## src/rtl/xmesh_pkg.sv

```systemverilog
package xmesh_pkg;

  typedef enum logic [2:0] {
    DIR_N  = 3'd0,
    DIR_NE = 3'd1,
    DIR_E  = 3'd2,
    DIR_SE = 3'd3,
    DIR_S  = 3'd4,
    DIR_SW = 3'd5,
    DIR_W  = 3'd6,
    DIR_NW = 3'd7
  } hop_dir_e;

  localparam int NUM_DIRS = 8;

  // Row step of one hop in direction d (row 0 is the north edge).
  function automatic int hop_drow(input int d);
    case (d)
      0, 1, 7: hop_drow = -1;
      3, 4, 5: hop_drow = 1;
      default: hop_drow = 0;
    endcase
  endfunction

  // Column step of one hop in direction d (column 0 is the west edge).
  function automatic int hop_dcol(input int d);
    case (d)
      1, 2, 3: hop_dcol = 1;
      5, 6, 7: hop_dcol = -1;
      default: hop_dcol = 0;
    endcase
  endfunction

endpackage

```

## src/rtl/xmesh_hop_ctrl.sv

```systemverilog
module xmesh_hop_ctrl #(
  parameter int DIST_W = 4
) (
  input  logic              clk,
  input  logic              rst,
  input  logic              cmd_valid,
  input  logic [2:0]        cmd_dir,
  input  logic [DIST_W-1:0] cmd_dist,
  output logic              busy,
  output logic              done,
  output logic [2:0]        dir_q
);

  logic [DIST_W-1:0] hops_left;
  logic              accept;

  assign accept = cmd_valid && !busy && (cmd_dist != '0);

  always_ff @(posedge clk) begin
    if (rst) begin
      busy      <= 1'b0;
      done      <= 1'b0;
      hops_left <= '0;
      dir_q     <= 3'd0;
    end else begin
      done <= 1'b0;
      if (accept) begin
        busy      <= 1'b1;
        hops_left <= cmd_dist;
        dir_q     <= cmd_dir;
      end else if (busy) begin
        if (hops_left == DIST_W'(1)) begin
          busy      <= 1'b0;
          done      <= 1'b1;
          hops_left <= '0;
        end else begin
          hops_left <= hops_left - DIST_W'(1);
        end
      end
    end
  end

endmodule

```

## src/rtl/xmesh_cell.sv

```systemverilog
module xmesh_cell #(
  parameter int NIB_W  = 4,
  parameter int N_SRC  = 8,
  localparam int BUS_W = NIB_W * N_SRC
) (
  input  logic             clk,
  input  logic             rst,
  input  logic             load_en,
  input  logic [NIB_W-1:0] load_nib,
  input  logic             hop_en,
  input  logic [2:0]       sel,
  input  logic [BUS_W-1:0] nbr_bus,
  output logic [NIB_W-1:0] q
);

  logic [NIB_W-1:0] picked;

  assign picked = nbr_bus[sel*NIB_W +: NIB_W];

  // A hop takes priority, so a load during a shift is dropped.
  always_ff @(posedge clk) begin
    if (rst)          q <= '0;
    else if (hop_en)  q <= picked;
    else if (load_en) q <= load_nib;
  end

endmodule

```

## src/rtl/xmesh_shift_top.sv

```systemverilog
module xmesh_shift_top
  import xmesh_pkg::*;
#(
  parameter int ROWS   = 4,
  parameter int COLS   = 6,
  parameter int NIB_W  = 4,
  parameter int DIST_W = 4,
  localparam int CELLS = ROWS * COLS,
  localparam int BUS_W = CELLS * NIB_W
) (
  input  logic              clk,
  input  logic              rst,
  input  logic              load_en,
  input  logic [BUS_W-1:0]  load_data,
  input  logic              cmd_valid,
  input  logic [2:0]        cmd_dir,
  input  logic [DIST_W-1:0] cmd_dist,
  output logic              busy,
  output logic              done,
  output logic [BUS_W-1:0]  cell_data
);

  localparam int NBR_W = NUM_DIRS * NIB_W;

  logic [2:0]       dir_q;
  logic [NIB_W-1:0] cell_q  [CELLS];
  logic [NBR_W-1:0] nbr_bus [CELLS];

  xmesh_hop_ctrl #(.DIST_W(DIST_W)) ctrl_i (
    .clk       (clk),
    .rst       (rst),
    .cmd_valid (cmd_valid),
    .cmd_dir   (cmd_dir),
    .cmd_dist  (cmd_dist),
    .busy      (busy),
    .done      (done),
    .dir_q     (dir_q)
  );

  for (genvar r = 0; r < ROWS; r++) begin : g_row
    for (genvar c = 0; c < COLS; c++) begin : g_col
      localparam int IDX = r * COLS + c;

      // Destination (r,c) receives from (r-dr, c-dc), wrapped per axis.
      for (genvar d = 0; d < NUM_DIRS; d++) begin : g_dir
        localparam int SRC_R = (r - hop_drow(d) + ROWS) % ROWS;
        localparam int SRC_C = (c - hop_dcol(d) + COLS) % COLS;
        assign nbr_bus[IDX][d*NIB_W +: NIB_W] = cell_q[SRC_R * COLS + SRC_C];
      end

      xmesh_cell #(.NIB_W(NIB_W), .N_SRC(NUM_DIRS)) cell_i (
        .clk      (clk),
        .rst      (rst),
        .load_en  (load_en),
        .load_nib (load_data[IDX*NIB_W +: NIB_W]),
        .hop_en   (busy),
        .sel      (dir_q),
        .nbr_bus  (nbr_bus[IDX]),
        .q        (cell_q[IDX])
      );

      assign cell_data[IDX*NIB_W +: NIB_W] = cell_q[IDX];
    end
  end

endmodule

```

## config.mk

```make
export PLATFORM = sky130hd
export DESIGN_NAME = xmesh_shift_top
export DESIGN_NICKNAME = d
export VERILOG_FILES = /design/src/rtl/xmesh_pkg.sv /design/src/rtl/xmesh_hop_ctrl.sv /design/src/rtl/xmesh_cell.sv /design/src/rtl/xmesh_shift_top.sv
export SDC_FILE = /design/constraint.sdc
export NUM_CORES = 1
export LEC_CHECK = 0
export BUFFER_PORTS_ARGS = -buffer_cell sky130_fd_sc_hd__buf_4
export CAP_MARGIN = 20
export CORE_ASPECT_RATIO = 0.7
export CORE_MARGIN = 2
export CORE_UTILIZATION = 25
export CTS_BUF_LIST = sky130_fd_sc_hd__clkbuf_4 sky130_fd_sc_hd__clkbuf_8
export CTS_CLUSTER_DIAMETER = 100
export CTS_CLUSTER_SIZE = 25
export DETAILED_ROUTE_END_ITERATION = 8
export PLACE_DENSITY = 0.51
export SLEW_MARGIN = 15
export SYNTH_ARGS = -nofsm -noshare
export SYNTH_HDL_FRONTEND = slang
export SYNTH_HIERARCHICAL = 1
export SYNTH_SLANG_ARGS = --single-unit
```

## constraint.sdc

```tcl
create_clock -name clk -period 2.36 [get_ports clk]
set_input_delay 0.118 -clock clk [delete_from_list [all_inputs] [get_ports clk]]
set_output_delay 0.118 -clock clk [all_outputs]
set_load 0.005 [all_outputs]
```

==> results_dict.tcl, run 1 <==
set metrics [dict create \
    finalWorstSetupSlack_ns 0.2715 \
    rows 66 \
    worst-path-buf-inv 3 \
    synth_top_area_share_pct 23.16 \
    cp_max_fo 6 \
    die-area_sq_mm 0.04845 \
    r2r_end "ctrl_i/hops_left[0]$_SDFFE_PP0P_" \
    final_common_cell "mux2_1" \
    p_per_area_mw_per_mm2 495.8 \
    cts_sinks 105 \
    critPathArrivalTime_ns 2.48 \
    worst_path_most_repeated_cell "dlygate4sd3_1" \
    drive_gt1_share_pct 29.28 \
    routabilityCongestion 0.9074 \
    hold-worst-slack_ns 0.008325 \
    cts_resized 0 \
    yosys-top-cells-area "mux2_1 (23%), dfxtp_1 (18%), mux2_2 (14%)" \
    htreeDepth 3 \
    place_hpwl_um 38890 \
    syn-cell-area_sq_mm 0.01167 \
    multi_input_area_sq_mm 0.009092 \
    cts-root-buf "clkbuf_8" \
    rsz0062_at_grt "no" \
    totalWireLength_um 59050 \
    core_area_sq_mm 0.04624 \
    port_buffers 204 \
    synth_top_area_cell "mux2_1" \
    holdPathEnd "g_row[1].g_col[5].cell_i/q[0]$_SDFFE_PP0P_" \
    cts_buffers 9 \
    die_w_um 262.2 \
    start_util_pct 25.23 \
    detail_route.iter0.violations 1268 \
    setup_violations 0 \
    area_delta_synth_final_pct 23.18 \
    tightestPinTransition_ns 0.9017 \
    cpMaxStageDelayCell "or4_1" \
    vias 12231 \
    reg2reg_from "ctrl_i/hops_left[1]$_SDFFE_PP0P_" \
    nFillCells 4881 \
    critPathRequiredTime_ns 2.75 \
    grt_use_total_pct 23.58 \
    cts_tree "built" \
    grt_start_max_net_pins 98 \
    drt-pass1-iter-count 5 \
    antenna_found_initial 3 \
    synth_seq_area_share_pct 18.01 \
    grt_pass1_vias 12041 \
    hold_path_class "in2reg" \
    fin_nets 1627 \
    finClkSkew_ns 0.03250 \
    syn_nets 1413 \
    hold_viol 0 \
    outcome "completed" \
    slew_viol_final 0 \
    critPathTopFamily "buffers and inverters" \
    insertion_delay_ns 0.45 \
    power_leakage_nw 5.934 \
    seqCellArea_sq_mm 0.002110 \
    fmax_ghz 0.4788 \
    max-vdd-ir-drop_mv 0.3443 \
    layout_common_cells "mux2_1 (240), buf_4 (219), mux2_2 (144), nand2_1 (124), dfxtp_1 (101)" \
    wire_per_inst_um 27.60 \
    drc 0 \
    pre_cts_ws_ns 0.5060 \
    clockBufferDepth 2 \
    setup.worst_path.class "in2reg" \
    crit_chain "dlygate4sd3_1 -> buf_4 -> or4_1 -> a211o_1 -> a21oi_1 -> dlygate4sd3_1" \
    period_share_pct 88.50 \
    holdPathStages 4 \
    yosys_warnings 6 \
    ys_ff_latch 105 \
    cap_viol_max_count 0 \
    grt_overflow 0 \
    die_height_um 184.8 \
    worstHoldStart "load_data[44]" \
    via_per_inst 5.718 \
    grt_pass1_wl_um 84400 \
    synth.avg_cell_area_sq_um 8.948 \
    end_kind "flip-flop" \
    start_kind "input port" \
    synth_cell_types 35 \
    setup_tns_ns 0 \
    synthCells 1304 \
    regToRegSetupSlack_ns 0.33 \
    cpPeakStageDelay_ns 0.62 \
    path_clk_slew_ns 0.14 \
    max_slew_margin_pct 39.89 \
    finalCriticalPeriod_ns 2.089 \
    postRouteAntennaNets 0 \
    r2r_cells 6 \
    io_pins 205 \
]
## stage by stage
step / std cells / instance area (sq um) / total power [mW] / util [%]
after detailed placement: 2098 / 13900 / 5.492 / 30.06
final: 2139 / 14370 / 7.127 / 31.08
after global routing: 2135 / 14360 / 7.390 / 31.06
after global placement: 2098 / 13900 / 5.486 / 30.06
after CTS: 2135 / 14360 / 7.077 / 31.06
after floorplan: 1304 / 11670 / 4.032 / -
## state kept, by name, summed over array words and instances, names as in the netlist
name / cells
ctrl_i/done: 1
ctrl_i/dir_q: 3
ctrl_i/busy: 1
ctrl_i/hops_left: 4
g_row.g_col.cell_i/q: 96
## report_power, final
group | internal [mW] | total [mW] | switching [mW]
registers | 1.95 | 2.92 | 0.969
clock network | 0.741 | 1.56 | 0.818
logic | 1.42 | 2.65 | 1.23
## cells in the mapped netlist (all sizes together)
cell type,count
mux2,384
nand2,124
dfxtp,105
o21ai,101
a211oi,98
and2b,96
o22ai,96
o31ai,96
nand2b,51
nor2,27
clkbuf,26
nor2b,26
buf,25
or2,24
a21oi,5
inv,3
nand3,3
ha,2
a211o,1
a221oi,1
a32oi,1
nand4bb,1
nor3,1
nor4,1
o2111a,1
o211ai,1
o311ai,1
or3b,1
or4,1
xnor2,1
## kinds of logic after synthesis
family	after synthesis	synth area share (%)
AOI/OAI and AO/OA	402	23.67
buffers and inverters	54	4.064
adders and majority gates	2	0.2144
xor gates and xnor gates	1	0.07507
muxes	384	37.06
and+or+nand+nor	356	16.91
DFF	105	18.01
## routing by layer
metal	GRT usage [%]	wire, um	vias up	part of all wire [%]
li1	-	-	5492	-
met1	33.13	26460	5861	45
met2	35.72	25260	754	43
met3	4.903	5616	124	9.5
met4	7.705	1708	0	2.9
met5	0	0	-	0
## cell type report
class	instances	share of cell area, %
Multi-Input combinational cell	1145	63.26
Timing Repair Buffer	254	14.85
Sequential cell	105	14.68
Tap cell	612	5.327
Clock buffer	10	0.9575
Clock inverter	6	0.7834
Inverter	3	0.07834
Antenna cell	4	0.06964
## worst register-to-register path, stage by stage (launching register included)
cell and delay [ns]:
dfxtp_1 0.34, inv_1 0.07, ha_1 0.18, or3b_2 0.47, a32oi_1 0.21, a21oi_1 0.10, dlygate4sd3_1 0.56
## worst max-delay path by stage
| stage | from | to | slack (ns) | cells past startpoint |
|---|---|---|---|---|
| 3_3_place_gp | ctrl_i/dir_q[1]$_SDFFE_PP0P_ | g_row[2].g_col[5].cell_i/q[2]$_SDFFE_PP0P_ | 0.52 | 4 |
| 3_5_place_dp | ctrl_i/dir_q[0]$_SDFFE_PP0P_ | g_row[2].g_col[4].cell_i/q[3]$_SDFFE_PP0P_ | 0.51 | 5 |
| 5_1_grt | cmd_dist[2] | ctrl_i/hops_left[0]$_SDFFE_PP0P_ | 0.24 | 6 |
| 2_1_floorplan | ctrl_i/dir_q[2]$_SDFFE_PP0P_ | g_row[0].g_col[0].cell_i/q[3]$_SDFFE_PP0P_ | 0.05 | 3 |
| 6_report | cmd_dist[2] | ctrl_i/hops_left[0]$_SDFFE_PP0P_ | 0.27 | 6 |
| 4_1_cts | ctrl_i/hops_left[1]$_SDFFE_PP0P_ | ctrl_i/hops_left[0]$_SDFFE_PP0P_ | 0.37 | 6 |
## what timing repair did
item	in CTS	in global routing
endpoints found under the hold margin	20	0
buffers inserted	0	0
hold buffers	21	0
(Power assumes the default switching activity.)
==> run 2, diff against run 1 <==
ABC_AREA = 1   (was unset)
==> run 2 against run 1 <==
  * Via count rose by 47%
  * Sequential cell count did not move
  * Register-to-register slack improved by 0.34 ns
  * Worst hold slack improved by 0.015 ns
  * Critical endpoint is now busy
  * Cell area rose by 18%
  * Sequential share of layout area fell by 2.2 points
  * Die area rose by 23%
  * Routed wire length rose by 20%
  * Total power rose by 20%
  * Core utilization fell by 1.3 points
  * First-iteration DRC count rose by 86%
  * Fmax rose by 9.0%
==> results_dict.tcl, run 2 <==
set metrics [dict create \
    outcome "completed" \
    grt_pass1_vias 16494 \
    reg_top3 "g_row.g_col.cell_i/q: 96 flops, ctrl_i/hops_left: 4 flops, ctrl_i/dir_q: 3 flops" \
    wire_per_inst_um 18.61 \
    intPower_mw 4.231 \
    totalWireLength_um 70680 \
    yosys-top-cells-area "nand2_1 (27%), nand3_1 (20%), inv_1 (20%)" \
    p_seq_share_pct 35.6 \
    tightestPinTransition_ns 0.8577 \
    start_kind "flip-flop" \
    cts_buffers 9 \
    insertion_delay_ns 0.45 \
    worst-path-buf-inv 3 \
    grt_pass1_wl_um 106300 \
    ys_ff_latch 105 \
    critPathArrivalTime_ns 1.80 \
    synth_mux_area_share_pct 0 \
    rows 73 \
    drc 0 \
    clockBufferDepth 2 \
    port_buffers 204 \
    fin_nets 3151 \
    cp_max_fo 44 \
    die_height_um 205.3 \
    htreeDepth 3 \
    synthCells 2878 \
    antenna_found_initial 1 \
    yosys-top-cells-count "nand2_1 (1,047), inv_1 (752), nand3_1 (578)" \
    synth_top_area_cell "nand2_1" \
    cpMaxStageDelayCell "dfxtp_4" \
    synth.most_common_cell "nand2_1" \
    critPathTopFamily "flip-flops" \
    regMostFlops "g_row.g_col.cell_i/q" \
    drt-pass1-iter-count 6 \
    setup_tns_ns 0 \
    clockPowerShare_pct 17.0 \
    synthArstFlopShare_pct 0 \
    r2r_end "g_row[1].g_col[2].cell_i/q[0]$_SDFFE_PP0P_" \
    die-area_sq_mm 0.05983 \
    largest_register_ffs 96 \
    finalCriticalPeriod_ns 1.916 \
    cpPeakStageDelay_ns 0.71 \
    core_area_sq_mm 0.05699 \
    max-vdd-ir-drop_mv 0.2611 \
    switching_share_pct 50.54 \
    cts-root-buf "clkbuf_8" \
    synth_seq_area_share_pct 14.53 \
    synth.avg_cell_area_sq_um 5.026 \
    reg2reg_from "ctrl_i/dir_q[0]$_SDFFE_PP0P_" \
    synth-compound-area-share_pct 9.255 \
    vias 17985 \
    finalWorstSetupSlack_ns 0.4435 \
    hold_viol 0 \
    synth_top_area_share_pct 27.17 \
    synth_simple_gate_area_share_pct 49.05 \
    cts_sinks 105 \
    p_per_area_mw_per_mm2 504.1 \
    switchingPower_mw 4.323 \
    routabilityCongestion 0.9027 \
    hold_path_class "in2reg" \
    max_slew_margin_pct 42.74 \
    detail_route.iter0.violations 2354 \
    synthAdderAreaFrac_pct 0.1730 \
    place_hpwl_um 48330 \
    synth_xor_area_share_pct 0 \
    combinationalPowerShare_pct 47.4 \
    power_leakage_nw 8.811 \
    p_total_mw 8.554 \
    via_per_inst 4.737 \
    yosys_warnings 6 \
    synth_cell_types 22 \
    rsz0062_at_grt "no" \
    slew_viol_final 0 \
    drive_gt1_share_pct 11.91 \
    io_pins 205 \
    pre_cts_ws_ns 0.7138 \
    worst_path_most_repeated_cell "buf_4" \
    crit_chain "buf_12 -> buf_4 -> buf_4" \
    grt_overflow 0 \
    cap_viol_max_count 0 \
    synth_top_family_by_area "simple AND/OR/NAND/NOR gates" \
    area_delta_synth_final_pct 17.31 \
    end_kind "primary output" \
    path_clk_slew_ns 0.13 \
    syn_nets 2987 \
    n_antenna_cell 0 \
    period_share_pct 81.21 \
    final_common_cell "nand2_1" \
    setup.worst_path.class "reg2out" \
    fmax_ghz 0.5218 \
    holdPathEnd "g_row[0].g_col[4].cell_i/q[0]$_SDFFE_PP0P_" \
    regToRegSetupSlack_ns 0.67 \
    grt_use_total_pct 23.36 \
    finClkSkew_ns 0.02417 \
    setup_violations 0 \
    die_w_um 291.5 \
    cts_tree "built" \
    synth-edff-count 0 \
    critPathRequiredTime_ns 2.24 \
    worstHoldStart "load_data[16]" \
    ys.flop_type "dfxtp_1" \
    layout_common_cells "nand2_1 (1,047), inv_1 (752), nand3_1 (578), buf_4 (250), dfxtp_1 (101)" \
    r2r_cells 9 \
    holdPathStages 5 \
    start_util_pct 25.38 \
    postRouteAntennaNets 0 \
    grt_start_max_net_pins 82 \
    syn-cell-area_sq_mm 0.01447 \
]
## run 2: cell types whose count changed after synthesis, moves of 49 or more
cell	delta
and2b_1	-96
o21ai_0	-49
inv_1	+749
o22ai_1	-96
mux2_2	-144
nand2_1	+923
nand2b_1	-51
a211oi_1	-98
mux2_1	-240
a21oi_1	+68
o211ai_1	+95
o31ai_1	-72
nand3_1	+575
## run 2: layout make-up
cell class              instances  area, sq um
fillers                      6649        40030
multi-input cells            1877         8459
clock buffers                  10        131.4
inverters                     776         2973
clock inverters                 6        91.34
flip-flops and latches        105         2117
well taps                     750        938.4
repair buffers                273         2258
## run 2: how the worst max path moves through the flow
stage / startpoint / end / slack (ns) / cells past startpoint
2_1_floorplan: ctrl_i/busy$_SDFF_PP0_ / ctrl_i/hops_left[0]$_SDFFE_PP0P_ / 0.27 / 5
3_3_place_gp: ctrl_i/dir_q[0]$_SDFFE_PP0P_ / g_row[3].g_col[0].cell_i/q[0]$_SDFFE_PP0P_ / 0.72 / 8
3_5_place_dp: ctrl_i/dir_q[0]$_SDFFE_PP0P_ / g_row[3].g_col[0].cell_i/q[0]$_SDFFE_PP0P_ / 0.71 / 8
4_1_cts: ctrl_i/busy$_SDFF_PP0_ / busy / 0.41 / 3
5_1_grt: ctrl_i/busy$_SDFF_PP0_ / busy / 0.36 / 3
6_report: ctrl_i/busy$_SDFF_PP0_ / busy / 0.44 / 3
## run 2: worst reg2reg max path, stage by stage (launching register included)
cell,delay (ns)
dfxtp_4,0.51
buf_12,0.24
buf_12,0.23
inv_4,0.11
nand2_1,0.07
nand2_1,0.06
nand2_1,0.05
nand3_1,0.07
nand3_1,0.13
a21oi_1,0.07
## run 2: what timing repair did
action,in CTS,in global routing
hold buffers,7,0
endpoints found under the hold margin,7,0
gates resized for setup,0,0
buffers inserted,0,0
## run 2: metal layers
layer	global-route usage, %	part of all wire (%)	up-vias
li1	-	-	9016
met1	35.53	47	7915
met2	33.60	40	961
met3	4.429	11	93
met4	4.750	1.7	0
met5	0	0	-
## run 2: logic make-up (layout without fill, tap and decap cells)
logic type / Yosys count / after routing
AOI/OAI and AO/OA: 201 / 201
adders and majority gates: 2 / 2
buffers and inverters: 896 / 1065
DFF: 105 / 105
and+or+nand+nor: 1674 / 1674
## run 2: stage by stage
step	hold slack, ns	std cells	utilization, %	area (sq um)
after floorplan	0.1797	2878	-	14470
after global placement	0.4510	3774	29.26	16680
after detailed placement	0.4524	3774	29.26	16680
after CTS	0.001022	3797	29.77	16970
after global routing	0.02178	3797	29.77	16970
final	0.02325	3797	29.77	16970
## run 2: power by group through the flow
stage / sequential, mW / combinational [mW] / clock, mW
final: 3.05 / 4.06 / 1.45
after global routing: 3.03 / 4.61 / 1.54
after CTS: 2.99 / 4.02 / 1.49
after detailed placement: 3.03 / 3.99 / 0
after global placement: 3.04 / 3.99 / 0
after floorplan: 2.48 / 2.75 / 0
==> run 3, diff against run 2 <==
PLACE_DENSITY = 0.49   (was 0.51)
clock period = 1.9 ns   (was 2.36 ns; I/O delays follow)
==> run 3 against run 2 <==
  * Clock power is 17% higher
  * Critical path depth decreased by 1
  * Sequential share of layout area shrank 0.75 points
  * Cell area increased by 6.4%
  * Worst setup slack worse by 0.26 ns
  * Critical path type unchanged
  * Largest cell class unchanged
  * Highest routed layer unchanged
==> results_dict.tcl, run 3 (synthesized netlist as in run 2, its figures left out) <==
set metrics [dict create \
    outcome "completed" \
    finalCriticalPeriod_ns 1.715 \
    intPower_mw 5.467 \
    grt_start_max_net_pins 64 \
    switching_share_pct 49.88 \
    layout_common_cells "nand2_1 (1,047), inv_1 (752), nand3_1 (578), buf_4 (343), dfxtp_1 (101)" \
    cts_tree "built" \
    p_total_mw 10.91 \
    switchingPower_mw 5.441 \
    antenna_found_initial 0 \
    io_pins 205 \
    drt-pass1-iter-count 5 \
    reg_top3 "g_row.g_col.cell_i/q: 96 flops, ctrl_i/hops_left: 4 flops, ctrl_i/dir_q: 3 flops" \
    nFillCells 6678 \
    start_util_pct 25.38 \
    clockBufferDepth 2 \
    vias 18497 \
    critPathRequiredTime_ns 1.80 \
    die_w_um 291.5 \
    cts_hold_buf 26 \
    clockPowerShare_pct 15.6 \
    fin_nets 3274 \
    regToRegSetupSlack_ns 0.26 \
    reg2reg_from "ctrl_i/dir_q[0]$_SDFFE_PP0P_" \
    finClkSkew_ns 0.03000 \
    insertion_delay_ns 0.46 \
    rows 73 \
    postCtsSetupBuffers 0 \
    place_hpwl_um 51030 \
    grt_use_total_pct 23.51 \
    max_slew_margin_pct 49.03 \
    slew_viol_final 0 \
    largest_register_ffs 96 \
    setup.worst_path.class "reg2out" \
    cap_viol_max_count 0 \
    start_kind "flip-flop" \
    grt_pass1_vias 16877 \
    hold_viol 0 \
    core_area_sq_mm 0.05699 \
    final_common_cell "nand2_1" \
    routabilityCongestion 0.9076 \
    cts_sinks 105 \
    drc 0 \
    wire_per_inst_um 18.20 \
    setup_violations 0 \
    cts_resized 0 \
    r2r_end "g_row[2].g_col[5].cell_i/q[2]$_SDFFE_PP0P_" \
    grt_pass1_wl_um 107500 \
    grt_overflow 0 \
    p_seq_share_pct 28.3 \
    detail_route.iter0.violations 2194 \
    hold_path_class "in2reg" \
    combinationalPowerShare_pct 56.1 \
    path_clk_slew_ns 0.14 \
    tightestPinTransition_ns 0.7635 \
    holdPathEnd "g_row[1].g_col[1].cell_i/q[2]$_SDFFE_PP0P_" \
    critPathArrivalTime_ns 1.62 \
    n_antenna_cell 0 \
    fmax_ghz 0.5831 \
    cts-root-buf "clkbuf_8" \
    cts_buffers 9 \
    port_buffers 204 \
    area_delta_synth_final_pct 24.84 \
    cp_max_fo 10 \
    worstHoldStart "load_data[30]" \
    regMostFlops "g_row.g_col.cell_i/q" \
    holdPathStages 5 \
    p_per_area_mw_per_mm2 604.0 \
    fin_util_pct 31.68 \
    max-vdd-ir-drop_mv 0.3102 \
    die_height_um 205.3 \
    period_share_pct 90.25 \
    rsz0062_at_grt "no" \
    r2r_cells 8 \
    postRouteAntennaNets 0 \
    setup_tns_ns 0 \
    via_per_inst 4.719 \
    die-area_sq_mm 0.05983 \
    htreeDepth 3 \
    end_kind "primary output" \
    totalWireLength_um 71350 \
    power_leakage_nw 9.454 \
    drive_gt1_share_pct 14.73 \
]
run 3: cell types whose count changed in the layout (fill, tap and decap cells not counted), sizes merged:
cell	delta
inv	+2
clkinv	-2
clkinvlp	+1
bufinv	-1
buf	+104
dlygate4sd3	+19
run 3: power groups by stage:
stage | Sequential, mW | Clock, mW | Combinational [mW]
2_1_floorplan | 3.08 | 0 | 3.41
3_3_place_gp | 3.12 | 0 | 5.97
3_5_place_dp | 3.12 | 0 | 5.98
4_1_cts | 3.07 | 1.75 | 6.05
5_1_grt | 3.10 | 1.81 | 6.80
6_report | 3.09 | 1.70 | 6.12
run 3: how the worst max path moves through the flow:
stage | from | to | slack (ns)
after floorplan | ctrl_i/busy$_SDFF_PP0_ | ctrl_i/hops_left[2]$_SDFFE_PP0P_ | 0.34
after global placement | ctrl_i/dir_q[0]$_SDFFE_PP0P_ | g_row[2].g_col[5].cell_i/q[2]$_SDFFE_PP0P_ | 0.33
after detailed placement | ctrl_i/dir_q[0]$_SDFFE_PP0P_ | g_row[2].g_col[5].cell_i/q[2]$_SDFFE_PP0P_ | 0.32
after CTS | g_row[2].g_col[1].cell_i/q[3]$_SDFFE_PP0P_ | cell_data[55] | 0.18
after global routing | g_row[2].g_col[1].cell_i/q[3]$_SDFFE_PP0P_ | cell_data[55] | 0.15
final | g_row[2].g_col[1].cell_i/q[3]$_SDFFE_PP0P_ | cell_data[55] | 0.19
run 3: layout make-up:
type | count | area [sq um] | share of cell area [%]
clock buffer | 10 | 131.4 | 0.7275
clock inverter | 6 | 72.57 | 0.4019
inverter | 776 | 2973 | 16.46
multi-input combinational | 1877 | 8459 | 46.84
sequential | 105 | 2117 | 11.72
tap | 750 | 938.4 | 5.196
timing repair buffer | 396 | 3367 | 18.64
run 3: worst max-delay path, cell delays in order, from the launching register on:
cell,delay [ns]
dfxtp_1,0.84
buf_4,0.22
buf_4,0.10
run 3: layer usage:
layer / vias to the layer above / wire (um) / global-route usage, %
li1: 9236 / - / -
met5: - / 0 / 0
met2: 812 / 29030 / 34.21
met3: 57 / 6400 / 4.223
met1: 8392 / 35200 / 36.06
met4: 0 / 725 / 3.443
run 3: through the flow:
step | std cells | hold WS (ns) | worst slack (ns) | instance area (sq um)
global route | 3920 | 0.02178 | 0.1475 | 18060
detailed placement | 3878 | 0.3611 | 0.3160 | 17590
finish | 3920 | 0.02236 | 0.1852 | 18060
CTS | 3920 | 0.0009482 | 0.1775 | 18060
global placement | 3878 | 0.3532 | 0.3263 | 17590
floorplan | 2878 | 0.1544 | 0.3434 | 14470
